<file path="src/rtl/pwm_timer8_pkg.sv">
package pwm_timer8_pkg;
  localparam int ADDR_W = 8;

  localparam logic [ADDR_W-1:0] OFS_CTL   = 8'h00;
  localparam logic [ADDR_W-1:0] OFS_CNT   = 8'h04;
  localparam logic [ADDR_W-1:0] OFS_MOD   = 8'h08;
  localparam logic [ADDR_W-1:0] OFS_CH    = 8'h0C;
  localparam logic [ADDR_W-1:0] OFS_INIT  = 8'h4C;
  localparam logic [ADDR_W-1:0] OFS_FLAG  = 8'h50;
  localparam logic [ADDR_W-1:0] OFS_IDLE  = 8'h5C;
  localparam logic [ADDR_W-1:0] OFS_MASK  = 8'h60;
  localparam logic [ADDR_W-1:0] OFS_POL   = 8'h70;

  // counter clock source, encoded as control-word bits [4:3]
  typedef enum logic [1:0] {
    SRC_OFF = 2'd0,
    SRC_SYS = 2'd1,
    SRC_FIX = 2'd2,
    SRC_EXT = 2'd3
  } src_e;
endpackage

</file>
<file path="src/rtl/pwm_count_core.sv">
module pwm_count_core
  import pwm_timer8_pkg::*;
#(
  parameter int CW  = 16,
  parameter int PSW = 3
) (
  input  logic          clk,
  input  logic          rst,
  input  src_e          src,
  input  logic [PSW-1:0] ps,
  input  logic          fix_tick,
  input  logic          ext_tick,
  input  logic [CW-1:0] mod_val,
  input  logic [CW-1:0] init_val,
  input  logic          reload,
  output logic [CW-1:0] cnt,
  output logic          step
);
  localparam int DIVW = (1 << PSW) - 1;

  logic            src_tick;
  logic [DIVW-1:0] div_q;
  logic [DIVW-1:0] div_mask;

  always_comb begin
    case (src)
      SRC_SYS: src_tick = 1'b1;
      SRC_FIX: src_tick = fix_tick;
      SRC_EXT: src_tick = ext_tick;
      default: src_tick = 1'b0;
    endcase
  end

  // low P bits of the divider must all be ones for an advance
  always_comb begin
    for (int i = 0; i < DIVW; i++) begin
      div_mask[i] = (i < int'(ps));
    end
  end

  assign step = src_tick && ((div_q & div_mask) == div_mask);

  always_ff @(posedge clk) begin
    if (rst) begin
      div_q <= '0;
      cnt   <= '0;
    end else begin
      if (src_tick) div_q <= div_q + 1'b1;
      if (reload) begin
        cnt <= init_val;
      end else if (step) begin
        if (cnt >= mod_val) cnt <= init_val;
        else                cnt <= cnt + 1'b1;
      end
    end
  end
endmodule

</file>
<file path="src/rtl/pwm_chan.sv">
module pwm_chan #(
  parameter int CW = 16
) (
  input  logic          clk,
  input  logic          rst,
  input  logic [CW-1:0] cnt,
  input  logic          step,
  input  logic [CW-1:0] cv,
  input  logic [3:0]    mode,   // register bits 5..2
  input  logic          pol,
  input  logic          mask,
  input  logic          idle,
  output logic          out_q,
  output logic          hit
);
  logic active;
  logic level;

  assign active = (cnt < cv);
  assign hit    = step && (cnt == cv);

  always_comb begin
    if (mode[3] && mode[1])      level = active;
    else if (mode[3] && mode[0]) level = ~active;
    else                         level = 1'b0;
  end

  always_ff @(posedge clk) begin
    if (rst)       out_q <= 1'b0;
    else if (mask) out_q <= idle ^ pol;
    else           out_q <= level ^ pol;
  end
endmodule

</file>
<file path="src/rtl/pwm_bus_regs.sv">
module pwm_bus_regs
  import pwm_timer8_pkg::*;
#(
  parameter int NCH = 8,
  parameter int CW  = 16,
  parameter int PSW = 3
) (
  input  logic              clk,
  input  logic              rst,
  input  logic              bus_wr,
  input  logic [ADDR_W-1:0] bus_addr,
  input  logic [31:0]       bus_wdata,
  output logic [31:0]       bus_rdata,
  input  logic [CW-1:0]     cnt,
  input  logic [NCH-1:0]    hit,
  output src_e              src,
  output logic [PSW-1:0]    ps,
  output logic [CW-1:0]     mod_val,
  output logic [CW-1:0]     init_val,
  output logic              reload,
  output logic [NCH*4-1:0]  mode_flat,
  output logic [NCH*CW-1:0] cv_flat,
  output logic [NCH-1:0]    pol,
  output logic [NCH-1:0]    mask,
  output logic [NCH-1:0]    idle,
  output logic [NCH-1:0]    flags
);
  localparam int CIW    = (NCH > 1) ? $clog2(NCH) : 1;
  localparam int CH_END = int'(OFS_CH) + 8 * NCH;

  logic [3:0]        mode_q [NCH];
  logic [CW-1:0]     cv_q   [NCH];
  logic              aligned;
  logic              in_ch;
  logic [ADDR_W-1:0] rel;
  logic [CIW-1:0]    ch_idx;
  logic              is_cv;
  logic [NCH-1:0]    flag_clr;
  logic [31:0]       rd_d;

  wire unused_wdata = ^bus_wdata[31:CW];

  assign aligned = (bus_addr[1:0] == 2'b00);
  assign in_ch   = aligned && (int'(bus_addr) >= int'(OFS_CH)) && (int'(bus_addr) < CH_END);
  assign rel     = bus_addr - OFS_CH;
  assign ch_idx  = rel[3 +: CIW];
  assign is_cv   = rel[2];
  assign reload  = bus_wr && aligned && (bus_addr == OFS_CNT);
  assign flag_clr = (bus_wr && aligned && bus_addr == OFS_FLAG) ? bus_wdata[NCH-1:0] : '0;

  for (genvar g = 0; g < NCH; g++) begin : g_flat
    assign mode_flat[g*4 +: 4]  = mode_q[g];
    assign cv_flat[g*CW +: CW]  = cv_q[g];
  end

  always_ff @(posedge clk) begin
    if (rst) begin
      src      <= SRC_OFF;
      ps       <= '0;
      mod_val  <= '0;
      init_val <= '0;
      pol      <= '0;
      mask     <= '1;
      idle     <= '0;
      flags    <= '0;
      for (int i = 0; i < NCH; i++) begin
        mode_q[i] <= '0;
        cv_q[i]   <= '0;
      end
    end else begin
      flags <= (flags & ~flag_clr) | hit;
      if (bus_wr && aligned) begin
        case (bus_addr)
          OFS_CTL: begin
            src <= src_e'(bus_wdata[4:3]);
            ps  <= bus_wdata[PSW-1:0];
          end
          OFS_MOD:  mod_val  <= bus_wdata[CW-1:0];
          OFS_INIT: init_val <= bus_wdata[CW-1:0];
          OFS_IDLE: idle     <= bus_wdata[NCH-1:0];
          OFS_MASK: mask     <= bus_wdata[NCH-1:0];
          OFS_POL:  pol      <= bus_wdata[NCH-1:0];
          default: ;
        endcase
        for (int i = 0; i < NCH; i++) begin
          if (in_ch && int'(ch_idx) == i) begin
            if (is_cv) cv_q[i]   <= bus_wdata[CW-1:0];
            else       mode_q[i] <= bus_wdata[5:2];
          end
        end
      end
    end
  end

  always_comb begin
    rd_d = '0;
    if (aligned) begin
      case (bus_addr)
        OFS_CTL: begin
          rd_d[4:3]     = src;
          rd_d[PSW-1:0] = ps;
        end
        OFS_CNT:  rd_d[CW-1:0]  = cnt;
        OFS_MOD:  rd_d[CW-1:0]  = mod_val;
        OFS_INIT: rd_d[CW-1:0]  = init_val;
        OFS_FLAG: rd_d[NCH-1:0] = flags;
        OFS_IDLE: rd_d[NCH-1:0] = idle;
        OFS_MASK: rd_d[NCH-1:0] = mask;
        OFS_POL:  rd_d[NCH-1:0] = pol;
        default: begin
          for (int i = 0; i < NCH; i++) begin
            if (in_ch && int'(ch_idx) == i) begin
              if (is_cv) rd_d[CW-1:0] = cv_q[i];
              else       rd_d[5:2]    = mode_q[i];
            end
          end
        end
      endcase
    end
  end

  always_ff @(posedge clk) begin
    if (rst) bus_rdata <= '0;
    else     bus_rdata <= rd_d;
  end
endmodule

</file>
<file path="src/rtl/pwm_timer8.sv">
module pwm_timer8
  import pwm_timer8_pkg::*;
#(
  parameter int NCH = 8,
  parameter int CW  = 16,
  parameter int PSW = 3
) (
  input  logic              clk,
  input  logic              rst,
  input  logic              bus_wr,
  input  logic [ADDR_W-1:0] bus_addr,
  input  logic [31:0]       bus_wdata,
  output logic [31:0]       bus_rdata,
  input  logic              fix_tick,
  input  logic              ext_tick,
  output logic [NCH-1:0]    pwm_out
);
  src_e              src_w;
  logic [PSW-1:0]    ps_w;
  logic [CW-1:0]     mod_w;
  logic [CW-1:0]     init_w;
  logic              reload_w;
  logic [CW-1:0]     cnt_w;
  logic              step_w;
  logic [NCH*4-1:0]  mode_w;
  logic [NCH*CW-1:0] cv_w;
  logic [NCH-1:0]    pol_w;
  logic [NCH-1:0]    mask_w;
  logic [NCH-1:0]    idle_w;
  logic [NCH-1:0]    flags_w;
  logic [NCH-1:0]    hit_w;

  pwm_bus_regs #(.NCH(NCH), .CW(CW), .PSW(PSW)) u_regs (
    .clk(clk), .rst(rst), .bus_wr(bus_wr), .bus_addr(bus_addr),
    .bus_wdata(bus_wdata), .bus_rdata(bus_rdata), .cnt(cnt_w), .hit(hit_w),
    .src(src_w), .ps(ps_w), .mod_val(mod_w), .init_val(init_w),
    .reload(reload_w), .mode_flat(mode_w), .cv_flat(cv_w), .pol(pol_w),
    .mask(mask_w), .idle(idle_w), .flags(flags_w)
  );

  pwm_count_core #(.CW(CW), .PSW(PSW)) u_core (
    .clk(clk), .rst(rst), .src(src_w), .ps(ps_w), .fix_tick(fix_tick),
    .ext_tick(ext_tick), .mod_val(mod_w), .init_val(init_w),
    .reload(reload_w), .cnt(cnt_w), .step(step_w)
  );

  for (genvar g = 0; g < NCH; g++) begin : g_ch
    pwm_chan #(.CW(CW)) u_ch (
      .clk(clk), .rst(rst), .cnt(cnt_w), .step(step_w),
      .cv(cv_w[g*CW +: CW]), .mode(mode_w[g*4 +: 4]), .pol(pol_w[g]),
      .mask(mask_w[g]), .idle(idle_w[g]), .out_q(pwm_out[g]), .hit(hit_w[g])
    );
  end
endmodule

</file>
<file path="config.mk">
export PLATFORM = sky130hd
export DESIGN_NAME = pwm_timer8
export DESIGN_NICKNAME = d
export VERILOG_FILES = /design/src/rtl/pwm_timer8_pkg.sv /design/src/rtl/pwm_count_core.sv /design/src/rtl/pwm_chan.sv /design/src/rtl/pwm_bus_regs.sv /design/src/rtl/pwm_timer8.sv
export SDC_FILE = /design/constraint.sdc
export NUM_CORES = 1
export LEC_CHECK = 0
export BUFFER_PORTS_ARGS = -buffer_cell sky130_fd_sc_hd__clkbuf_2
export CAP_MARGIN = 5
export CORE_UTILIZATION = 63
export DETAILED_ROUTE_END_ITERATION = 16
export PLACE_DENSITY = 0.84
export SYNTH_ARGS = -nofsm -noshare
export SYNTH_HDL_FRONTEND = slang
export SYNTH_HIERARCHICAL = 1
export SYNTH_SLANG_ARGS = --single-unit
</file>
<file path="constraint.sdc">
create_clock -name clk -period 4 [get_ports clk]
set_clock_uncertainty 0.05 [all_clocks]
set_input_delay 0.4 -clock clk [delete_from_list [all_inputs] [get_ports clk]]
set_output_delay 0.4 -clock clk [all_outputs]
set_load 0.1 [all_outputs]
</file>
[Yosys cells after proc, flatten, opt, wreduce, memory -nomap -nowiden]
Memories as Yosys holds them, arrays and structs flattened.
Cells that the tools add are included.
Cells by class
  add/subtract/negate cells: 3
  $lt $le $gt $ge: 18
  eq/ne operators: 26
  multiplexer cells: 152
  bitwise operators: 45
  reduce and logical (&&, ||, !) cells: 51
Operator list (count)
  $mux W16: 23
  $eq A16 B16 Y1: 8
  $lt A16 B16 Y1: 8
  $mux W1: 92
  $mux W10: 8
  $mux W4: 16
  $eq A8 B7 Y1 const B: 5
  $pmux W5 S8: 1
  $logic_and A1 B1 Y1: 38
  $pmux W8 S4: 1
  $pmux W3 S8: 1
  $add A16 B1 Y16 const B: 1
  $ge A16 B16 Y1: 1
  $mux W2: 8
  $or A1 B1 Y1: 16
  $xor A1 B1 Y1: 16
  $eq A3 B3 Y1 const B: 4
  $reduce_and A2 Y1: 6
  $lt A3 B3 Y1 const A: 3
  $not A1 Y1: 9
  $and A8 B8 Y8: 1
  $eq A8 B3 Y1 const B: 1
  $eq A8 B4 Y1 const B: 1
  $ge A8 B4 Y1 const B: 1
  other kinds (22): 26
Word-level totals
  flip-flop bits (word level): 132
  memory bits (writable): 160
  input bits: 45
  memories kept: 2
Memory list
  u_regs.cv_q: words 8, width 16, rd ports 8, clocked after Yosys merged registers in 0, write ports 8, line pwm_bus_regs.sv:32  | logic [CW-1:0] cv_q [NCH];
  u_regs.mode_q: words 8, width 4, rd ports 8, clocked after Yosys merged registers in 0, write ports 8, line pwm_bus_regs.sv:31  | logic [3:0] mode_q [NCH];

[Logic depth before layout (Yosys ltp)]
Gate-level depths: netlist (run 1).
  depth after elaboration: 24
  mapped depth: 14
  gate-level depth less buffers: 10

[Modules after synthesis]
Netlist (run 1), hierarchy kept.
Modules (own cells, without submodules)
  pwm_bus_regs: times used 1, cells each 1005, area an instance 11175.7 um^2, sequential area each 6506.2 um^2
  pwm_chan: times used 8, cells each 68, area an instance 520.5 um^2, sequential area each 20.0 um^2
  pwm_count_core: times used 1, cells each 230, area an instance 1851.8 um^2, sequential area each 460.4 um^2

[Least setup slack after synthesis (run 1)]
OpenSTA, ideal clock, no wires.
  path kind: in2reg
  from: input port bus_addr[2]
  to: memory u_regs.cv_q[3][0], in the netlist u_regs/cv_q[0][48] (enable)
  arrival time: 2979 ps
  data required time: 3575 ps
  slack: 596 ps
  stages on the path: 11
  buffers on the path: 7
  cell sequence: buf_4 buf_2 inv_1 clkbuf_1 ha_1 buf_4 buf_2 buf_2 clkbuf_1 nand3_1 nand2b_1
RTL lines
  start, declared: line pwm_timer8.sv:11  | input logic [ADDR_W-1:0] bus_addr,
  end, declared: line pwm_bus_regs.sv:32

[Final worst setup path (run 1)]
  from: register u_core.cnt[7]
  to: register u_core.cnt[9]
On the way
  longest elaborated chain between the ends: 4
  elaborated cells on any way between the ends: 5
  those cells by class: add/sub: 1; order compare: 1; mux: 3
Ends and longest elaborated chain
  start, declared: line pwm_count_core.sv:16  | output logic [CW-1:0] cnt,
  start signal, assigned: line pwm_count_core.sv:50  | cnt <= init_val;
  start signal, assigned: line pwm_count_core.sv:52  | if (cnt >= mod_val) cnt <= init_val;
  start signal, assigned: line pwm_count_core.sv:53  | else cnt <= cnt + 1'b1;
  $add A16 B1 Y16 / $ge A16 B16 Y1 (equally long branches): line pwm_count_core.sv:53, pwm_count_core.sv:52
  $mux W16 (*): line pwm_count_core.sv:52
  $mux W16 (*): line pwm_count_core.sv:51  | end else if (step) begin
  $mux W16 (*): line pwm_count_core.sv:49  | if (reload) begin
Every way passes the cells marked *; elsewhere a longest branch is shown, timed or not. The select of a mux whose other input is x is not followed.
A chain may end at the register's enable or synchronous reset.

==> out/summary.txt, run 1 <==
Cell Count, Final, Fillers Out - 2198
Cell Rows - 60
Slew HR - 0.279
Power share of the clock group - 0.419
Sink Count - 276
HPWL Detailed - 40800 um
Combinational share of power - 0.111
Adder-Cell Fraction of Synth Area - 0.109
Total CTS buffers - 30
Max Cap Violations - 0
Io pins - 85
Layout area overhead - 9.32%
Area contributors post-synth - edfxtp_1, dfxtp_1, ha_1
Critical-path cell list - ha_1, a21oi_2, o21ai_2, a2111oi_4, o311a_1, buf_4, a21oi_1, o32ai_1
Clk_lat worst skew - 0.57 ns
Max-slew violation count - 0
Synth Area in Simple Gates - 0.178
Die H - 167 um
Crit path launch type - register
Register area share after synthesis - 0.415
Share of the synthesized area in the top cell type - 0.279
Remaining Overflow, GRT - 0
RSZ-0062 raised after global routing - false
Cell Pwr Density - 359 nW/um^2
Leak - 7.70 nW
Area of the multi-input gates - 8880 sq um
Vias/cell - 6.73
YS warnings - 6
Max Clk Rate - 325 MHz
Seq. cell area - 7130 sq um
Final WS setup - 0.925 ns
Layout fillers - 1986
Status - finished, final reports clean
Area leader, netlist - edfxtp_1
CTS tree - built
# placed instances - 2142
Cts hold-fix bufs - 0
Cts repair resizes - 0
Pre-CTS setup slack - 0.611 ns
Async SR Flop Fraction - 0
Critical path class - register to register
Slowest stage delay, CP - 0.98 ns
Port bufs - 52
Internal power - 5.00 mW
Prevailing post-synth register cell - edfxtp_1
DRC violations left - 0
First-pass GRT wire length - 81600 um
Psw - 1.75 mW
Postcts setup bufs - 0
CP Max Fanout - 16
Maximum VDD drop - 0.384 mV
Post-synth EDFFs - 160
Wire per inst - 25.5 um
GP Congestion - 1.10
Initial Utilization - 0.640
Crit end category - register
Sw Ratio - 0.259
Initial drt markers - 2272
Crit path required time - 4.41 ns
Root Driver - clkbuf_16
Via count - 14800
Slew @ Worst Pin - 1.08 ns
DIE WIDTH - 167 um
Netlist Area Pre-Place - 17200 sq um
Die area - 28000 sq um
Compound-Gate Fraction of Synth Area - 0.142
Fin crit share - 0.769
Drt pass-1 iters - 6
Post-synth cell types - 93
Most frequent cells in the layout - nor2_1, inv_1, edfxtp_1, ha_1, a21oi_1
Yosys reg bits - 276
Initial antenna violation count - 0
Mapped Avg Cell Area - 9.66 sq um
Setup-failing EPs final - 0
Synthesized instance count - 1779
Total negative slack - 0 ns
WP data arrival - 3.49 ns
Most common cell after layout, fill and taps aside - nor2_1
H-tree levels - 1
Vias in the first global route - 13700
XOR/XNOR share of the synthesized area - 0.0100
Total GRT Usage - 0.393
Inserted Diodes - 0
Mux cell area share after synthesis - 0.0740
Overall Power - 6.75 mW
Share of cells above drive strength 1 - 0.128
Final-stage net count - 2028
Largest family of logic cells by synthesized area - simple AND/OR/NAND/NOR gates
Worst Hold Slack - 0.0464 ns
Placed instance area - 17800 sq um
Post-route cell area - 18800 sq um
CP max stage cell - dfxtp_1
Seq pwr share - 0.471
Layout Utilization - 0.699
Clock transition at path regs - 0.06 ns
Core area - 26900 sq um
Min Tclk post-route - 3.08 ns
Final Hold Fails - 0
Hold Crit Class - input port to register
Routed WL - 56100 um
Antenna viol nets, final - 0
Clk buf depth - 3
Pin count of the biggest net entering global routing - 83
## power groups by stage
| stage | Sequential (mW) | Combinational [mW] | Clock [mW] |
|---|---|---|---|
| 6_report | 3.18 | 0.748 | 2.82 |
| 5_1_grt | 3.18 | 0.776 | 2.94 |
| 4_1_cts | 3.17 | 0.716 | 2.83 |
| 3_5_place_dp | 3.23 | 0.711 | 0 |
| 3_3_place_gp | 3.23 | 0.694 | 0 |
| 2_1_floorplan | 3.20 | 0.499 | 0 |
## synth_stat cells (9+ instances only)
library cell    n
nor2_1        244
inv_1         184
edfxtp_1      160
ha_1          150
a21oi_1       131
dfxtp_1       116
nand2_1        88
mux2i_1        81
nand3_1        78
clkbuf_1       39
nand4_1        36
nand2b_1       34
buf_4          26
o21ai_0        24
buf_2          22
a22oi_1        19
nor3_1         19
mux4_2         17
and3_1         15
o32ai_1        14
xor2_1         14
a211oi_1       13
o211ai_1       13
nor4_1         12
o22ai_1        11
a21boi_0       10
a31oi_1        10
nor2b_1        10
o21a_1         10
a211o_1         9
nand3b_1        9
## layout make-up
class                           instances  area share
Multi-Input combinational cell       1236       0.473
Clock buffer                           44      0.0477
Timing Repair Buffer                  104      0.0348
Sequential cell                       276       0.379
Clock inverter                         12     0.00613
Inverter                              185      0.0370
Tap cell                              341      0.0227
## state kept, by name (all words and copies together) (netlist names)
signal / flops
u_regs/cv_q: 128
u_regs/mode_q: 32
u_core/cnt: 16
u_regs/bus_rdata: 16
u_regs/init_val: 16
u_regs/mod_val: 16
g_ch.u_ch/out_q: 8
u_regs/flags: 8
u_regs/idle: 8
u_regs/mask: 8
u_regs/pol: 8
u_core/div_q: 7
u_regs/ps: 3
u_regs/src: 2
## critical path: cells and delay by family (launching register included)
kind | cells | cell delay (ns)
fa+ha+maj | 1 | 0.41
buf+inv | 1 | 0.26
compound gates | 6 | 1.27
flops | 1 | 0.98
## cells by family after synthesis
kind of cell | Yosys count
DFF | 276
xor gates and xnor gates | 18
buffers and inverters | 282
muxes | 105
adders and majority gates | 150
and+or+nand+nor | 603
AOI/OAI and AO/OA | 344
other | 1
## worst paths after layout
path                       startpoint                   to  slack (ns)  cells past startpoint
setup / recovery        u_core/cnt[7]        u_core/cnt[9]        0.92                      8
hold / removal           bus_wdata[8]   u_regs/init_val[8]        0.05                      3
setup reg to reg        u_core/cnt[7]        u_core/cnt[9]        0.92                      8
hold reg to reg   u_regs/init_val[14]  u_regs/init_val[14]        0.43                      2
## metal layers
layer  GRT usage  up-vias  share of wire
li1            -     6510              -
met1       0.528     7033           0.38
met2       0.570     1052           0.41
met3      0.0688      200           0.12
met4       0.293        0          0.087
met5           0        -              0
Power figures use the tool's default switching activity.
==> inputs of run 2 (changes only) <==
--- a/config.mk
+++ b/config.mk
@@ -7,9 +7,9 @@
 export LEC_CHECK = 0
 export BUFFER_PORTS_ARGS = -buffer_cell sky130_fd_sc_hd__clkbuf_2
 export CAP_MARGIN = 5
-export CORE_UTILIZATION = 63
+export CORE_UTILIZATION = 57
 export DETAILED_ROUTE_END_ITERATION = 16
-export PLACE_DENSITY = 0.84
+export PLACE_DENSITY = 0.8
 export SYNTH_ARGS = -nofsm -noshare
 export SYNTH_HDL_FRONTEND = slang
 export SYNTH_HIERARCHICAL = 1
==> constraint.sdc (replaced) <==
create_clock -name clk -period 2.8 [get_ports clk]
set_clock_uncertainty 0.05 [all_clocks]
set_input_delay 0.28 -clock clk [delete_from_list [all_inputs] [get_ports clk]]
set_output_delay 0.28 -clock clk [all_outputs]
set_load 0.1 [all_outputs]
==> run 2 against run 1 <==
  * Non-clock buffer count is 69 higher
  * Fmax is 21% higher
  * Critical endpoint is now u_core/cnt[2]
  * Via count is 2.0% higher
==> out/summary.txt, run 2 (synthesized netlist as in run 1, its figures left out) <==
Crit path launch type - register (unchanged)
DRC violations left - 0 (unchanged)
Setup-failing EPs final - 0 (unchanged)
Root Driver - clkbuf_16 (unchanged)
Die area - 30900 sq um (was 28000 sq um)
Max Clk Rate - 394 MHz (was 325 MHz)
Cell Pwr Density - 501 nW/um^2 (was 359 nW/um^2)
DIE WIDTH - 176 um (was 167 um)
Slew HR - 0.441 (was 0.279)
CP Max Fanout - 27 (was 16)
Post-route cell area - 19500 sq um (was 18800 sq um)
Most common cell after layout, fill and taps aside - nor2_1 (unchanged)
Routed WL - 58600 um (was 56100 um)
Slew @ Worst Pin - 0.835 ns (was 1.08 ns)
Clock transition at path regs - 0.07 ns (was 0.06 ns)
Inserted Diodes - 0 (unchanged)
Placed instance area - 18400 sq um (was 17800 sq um)
Share of cells above drive strength 1 - 0.159 (was 0.128)
Port bufs - 52 (unchanged)
Antenna viol nets, final - 0 (unchanged)
Total CTS buffers - 30 (unchanged)
WP data arrival - 2.95 ns (was 3.49 ns)
Critical path buffers and inverters - 2 (was 1)
Initial Utilization - 0.580 (was 0.640)
Cts repair resizes - 0 (unchanged)
Sink Count - 276 (unchanged)
Remaining Overflow, GRT - 0 (unchanged)
CTS tree - built (unchanged)
Initial antenna violation count - 0 (unchanged)
Worst Hold Slack - 0.0384 ns (was 0.0464 ns)
Most flop-heavy register - u_regs/cv_q (unchanged)
HPWL Detailed - 43400 um (was 40800 um)
Leak - 8.08 nW (was 7.70 nW)
Drt pass-1 iters - 6 (unchanged)
Status - finished, final reports clean (unchanged)
Max-slew violation count - 0 (unchanged)
Cell Rows - 63 (was 60)
Cell family with most CP delay - compound AO/OA/AOI/OAI gates (unchanged)
Die H - 176 um (was 167 um)
Slowest stage delay, CP - 0.33 ns (was 0.98 ns)
RSZ-0062 raised after global routing - false (unchanged)
Core area - 29600 sq um (was 26900 sq um)
Clk_lat worst skew - 0.58 ns (was 0.57 ns)
Via count - 15100 (was 14800)
Layout area overhead - 13.7% (was 9.32%)
Wire per inst - 25.3 um (was 25.5 um)
Crit path required time - 3.21 ns (was 4.41 ns)
Final Hold Fails - 0 (unchanged)
Final-stage net count - 2097 (was 2028)
Vias/cell - 6.52 (was 6.73)
Pin count of the biggest net entering global routing - 56 (was 83)
Io pins - 85 (unchanged)
R2R Setup Slk - 0.26 ns (was 0.92 ns)
Overall Power - 9.78 mW (was 6.75 mW)
Crit end category - register (unchanged)
Min Tclk post-route - 2.54 ns (was 3.08 ns)
Vias in the first global route - 14200 (was 13700)
Largest regs - u_regs/cv_q (128), u_regs/mode_q (32) (unchanged)
Fin crit share - 0.907 (was 0.769)
First-pass GRT wire length - 85600 um (was 81600 um)
Critical-path cell list - buf_4, ha_1, nand4_1, nor2_1, a2111oi_4, o311a_1, buf_12, a21oi_1, o32ai_1 (was ha_1, a21oi_2, o21ai_2, a2111oi_4, o311a_1, buf_4, a21oi_1, o32ai_1)
CP max stage cell - dfxtp_1 (unchanged)
Clk buf depth - 3 (unchanged)
Hold Crit Class - input port to register (unchanged)
Total GRT Usage - 0.378 (was 0.393)
Critical path class - register to register (unchanged)
Maximum VDD drop - 0.454 mV (was 0.384 mV)
Initial drt markers - 2063 (was 2272)
Most frequent cells in the layout - nor2_1, inv_1, edfxtp_1, ha_1, a21oi_1 (unchanged)
GP Congestion - 1.06 (was 1.10)
Total negative slack - 0 ns (unchanged)
Cell Count, Final, Fillers Out - 2316 (was 2198)
Max Cap Violations - 0 (unchanged)
H-tree levels - 1 (unchanged)
# placed instances - 2252 (was 2142)
Max reg flops - 128 (unchanged)
run 2: changes by cell type in the layout (fill, tap and decap cells not counted), sizes merged:
cell,before,now
buf,53,114
bufinv,2,4
dlygate4sd3,0,8
clkinv,10,8
clkbuf,95,92
clkinvlp,1,4
run 2: per-stage QoR:
stage / utilization / worst slack (ns)
4_1_cts: 0.659 / 0.302
3_3_place_gp: 0.622 / 0.110
2_1_floorplan: - / -0.0578
5_1_grt: 0.659 / 0.180
3_5_place_dp: 0.622 / 0.0885
6_report: 0.659 / 0.261
run 2: worst reg2reg max path: stages (launching register included):
cell and delay [ns]:
dfxtp_1 0.33, buf_4 0.28, ha_1 0.30, nand4_1 0.17, nor2_1 0.09, a2111oi_4 0.32
o311a_1 0.27, buf_12 0.21, a21oi_1 0.11, o32ai_1 0.30
run 2: layer usage:
metal / vias up / track usage / wire length (um)
met5: - / 0 / 0
met4: 0 / 0.225 / 4140
met3: 221 / 0.0825 / 7350
met2: 1027 / 0.578 / 25200
met1: 7189 / 0.491 / 21900
li1: 6655 / - / -
run 2: area by class of cell:
class,instances,area [sq um]
Tap cell,390,488
Clock buffer,41,822
Inverter,185,694
Fill cell,2347,10100
Multi-Input combinational cell,1236,8920
Sequential cell,276,7130
Clock inverter,15,194
Timing Repair Buffer,173,1290
run 2: worst paths after layout:
kind | from | cells after the start | endpoint
min | bus_wdata[6] | 3 | u_regs/init_val[6]
max reg2reg | u_core/cnt[10] | 9 | u_core/cnt[2]
min reg2reg | u_regs/init_val[9] | 2 | u_regs/init_val[9]
max | u_core/cnt[10] | 9 | u_core/cnt[2]
run 2: what timing repair did:
action,in CTS,in global routing
hold endpoints to repair,16,0
endpoints found under the setup margin,0,0
hold buffers,8,0
buffers inserted,0,0
run 2: where the power goes:
| part | internal [mW] | switching (mW) |
|---|---|---|
| clock network | 2.42 | 1.68 |
| registers | 4.43 | 0.0945 |
| logic | 0.365 | 0.791 |
| total | 7.22 | 2.56 |
==> inputs of run 3 (changes only) <==
--- a/config.mk
+++ b/config.mk
@@ -7,9 +7,9 @@
 export LEC_CHECK = 0
 export BUFFER_PORTS_ARGS = -buffer_cell sky130_fd_sc_hd__clkbuf_2
 export CAP_MARGIN = 5
-export CORE_UTILIZATION = 57
+export CORE_UTILIZATION = 38
 export DETAILED_ROUTE_END_ITERATION = 16
-export PLACE_DENSITY = 0.8
+export PLACE_DENSITY = 0.58
 export SYNTH_ARGS = -nofsm -noshare
 export SYNTH_HDL_FRONTEND = slang
 export SYNTH_HIERARCHICAL = 1
==> run 3 against run 2 <==
  * Combinational power barely moved
  * Sequential share of layout area decreased by 0.72 points
  * Final area grew 2.0%
  * Non-clock buffer count grew 8
  * Fmax shrank 4.9%
  * Power grew 0.80%
  * First-iteration DRC count decreased by 21%
  * Utilization is 21 points lower
  * Final cell count rose by 9.1%
  * Via count decreased by 2.3%
  * Critical endpoint is now g_ch[4].u_ch/out_q
  * Largest cell class unchanged
==> out/summary.txt, run 3 (synthesized netlist as in run 1, its figures left out) <==
Status - finished, final reports clean (unchanged)
CTS tree - built (unchanged)
Most frequent cells in the layout - nor2_1, inv_1, edfxtp_1, ha_1, a21oi_1 (unchanged)
Antenna viol nets, final - 0 (unchanged)
Remaining Overflow, GRT - 0 (unchanged)
Die H - 215 um (was 176 um)
Total GRT Usage - 0.265 (was 0.378)
Clk buf depth - 3 (unchanged)
Share of cells above drive strength 1 - 0.162 (was 0.159)
Initial antenna violation count - 0 (unchanged)
Max Cap Violations - 0 (unchanged)
Setup-failing EPs final - 0 (unchanged)
# placed instances - 2462 (was 2252)
Power share of the clock group - 0.421 (was 0.419)
Max-slew violation count - 0 (unchanged)
Crit end category - register (unchanged)
H-tree levels - 1 (unchanged)
Slew @ Worst Pin - 0.996 ns (was 0.835 ns)
Postcts setup bufs - 0 (unchanged)
Grt peak-use layer - met2 (unchanged)
Layout area overhead - 15.9% (was 13.7%)
Critical path class - register to register (unchanged)
Die area - 46100 sq um (was 30900 sq um)
Global-route met2 utilization - 0.406 (was 0.578)
Sw Ratio - 0.264 (was 0.262)
Max reg flops - 128 (unchanged)
RSZ-0062 raised after global routing - false (unchanged)
Seq pwr share - 0.460 (was 0.463)
Psw - 2.60 mW (was 2.56 mW)
Port bufs - 52 (unchanged)
Crit path required time - 3.18 ns (was 3.21 ns)
Pre-CTS setup slack - -0.0155 ns (was 0.0885 ns)
Internal power - 7.26 mW (was 7.22 mW)
Root Driver - clkbuf_16 (unchanged)
GP Congestion - 0.970 (was 1.06)
Vias in the first global route - 14000 (was 14200)
Routed WL - 62100 um (was 58600 um)
Combinational share of power - 0.119 (was 0.118)
Cell Pwr Density - 495 nW/um^2 (was 501 nW/um^2)
Via count - 14800 (was 15100)
Drt pass-1 iters - 6 (unchanged)
Critical-path cell list - buf_4, ha_1, nand4_1, a2111o_1, a311oi_2, mux2i_1, nand3_1 (was buf_4, ha_1, nand4_1, nor2_1, a2111oi_4, o311a_1, buf_12, a21oi_1, o32ai_1)
CP max stage cell - dfxtp_1 (unchanged)
Pin count of the biggest net entering global routing - 47 (was 56)
Hold Crit Class - input port to register (unchanged)
DIE WIDTH - 215 um (was 176 um)
Final Hold Fails - 0 (unchanged)
Total negative slack - 0 ns (unchanged)
Maximum VDD drop - 0.402 mV (was 0.454 mV)
Worst Hold Slack - 0.0343 ns (was 0.0384 ns)
Most flop-heavy register - u_regs/cv_q (unchanged)
Inserted Diodes - 0 (unchanged)
Wire per inst - 24.6 um (was 25.3 um)
Max Clk Rate - 375 MHz (was 394 MHz)
Initial Utilization - 0.387 (was 0.580)
Fin crit share - 0.953 (was 0.907)
Routing usage on met1 - 0.361 (was 0.491)
Io pins - 85 (unchanged)
Sink Count - 276 (unchanged)
CP Max Fanout - 7 (was 27)
Crit path launch type - register (unchanged)
Leak - 8.14 nW (was 8.08 nW)
Clk_lat worst skew - 0.60 ns (was 0.58 ns)
Total CTS buffers - 31 (was 30)
Vias/cell - 5.84 (was 6.52)
Clock transition at path regs - 0.06 ns (was 0.07 ns)
Initial drt markers - 1635 (was 2063)
Min Tclk post-route - 2.67 ns (was 2.54 ns)
Core area - 44400 sq um (was 29600 sq um)
Slew HR - 0.319 (was 0.441)
Cell Rows - 77 (was 63)
Final-stage net count - 2106 (was 2097)
WP data arrival - 3.05 ns (was 2.95 ns)
Final WS setup - 0.131 ns (was 0.261 ns)
HPWL Detailed - 46400 um (was 43400 um)
First-pass GRT wire length - 90800 um (was 85600 um)
Cell Count, Final, Fillers Out - 2526 (was 2316)
Slowest stage delay, CP - 0.58 ns (was 0.33 ns)
Largest regs - u_regs/cv_q (128), u_regs/mode_q (32) (unchanged)
DRC violations left - 0 (unchanged)
Met3 Resource Use GR - 0.0477 (was 0.0825)
Most common cell after layout, fill and taps aside - nor2_1 (unchanged)
==> run 3: cell types whose count changed in the layout (fill, tap and decap cells not counted), sizes merged <==
cell	delta
clkinv	-4
clkinvlp	-4
buf	+8
clkbuf	+10
bufinv	-3
inv	+1
==> run 3: worst paths after layout <==
check | depth (start not counted) | slack (ns) | from | to
min reg2reg | 2 | 0.43 | u_regs/init_val[15] | u_regs/init_val[15]
max reg2reg | 7 | 0.13 | u_core/cnt[11] | g_ch[4].u_ch/out_q
min | 3 | 0.03 | bus_wdata[7] | u_regs/init_val[7]
max | 7 | 0.13 | u_core/cnt[11] | g_ch[4].u_ch/out_q
==> run 3: power by group through the flow <==
stage          logic (mW)  clock network [mW]  registers (mW)
3_3_place_gp         1.12                   0            4.61
3_5_place_dp         1.13                   0            4.62
4_1_cts              1.15                4.20            4.53
5_1_grt              1.23                4.36            4.55
2_1_floorplan       0.720                   0            4.57
6_report             1.17                4.15            4.54
==> run 3: area by class of cell <==
| class | instances | area, sq um |
|---|---|---|
| Clock buffer | 51 | 975 |
| Clock inverter | 5 | 53.8 |
| Fill cell | 4196 | 24500 |
| Inverter | 185 | 694 |
| Multi-Input combinational cell | 1236 | 8940 |
| Sequential cell | 276 | 7130 |
| Tap cell | 592 | 741 |
| Timing Repair Buffer | 181 | 1400 |
==> run 3: metal layers <==
metal	part of all wire	wire length (um)	up-vias
met5	0	0	-
met4	0.057	3560	0
met2	0.43	26600	738
li1	-	-	6669
met3	0.095	5880	147
met1	0.42	26100	7197
==> run 3: worst max-delay path, delay by kind of cell, from the launching register on <==
family / cells / cell delay (ns)
compound gates: 2 / 0.75
fa+ha+maj: 1 / 0.20
buf+inv: 1 / 0.30
flops: 1 / 0.58
mux: 1 / 0.22
simple gates: 2 / 0.39
==> run 3: repair_timing <==
item	in CTS	in global routing
endpoints found under the hold margin	16	0
gates resized for setup	0	1
hold buffers	8	0
setup endpoints to repair	0	1
==> run 3: per-stage QoR <==
step,power [mW],cell area [sq um],util
after CTS,9.88,19900,0.449
after global routing,10.1,19900,0.449
final,9.86,19900,0.449
after global placement,5.73,18800,0.424
after detailed placement,5.75,18800,0.424
after floorplan,5.29,17300,-
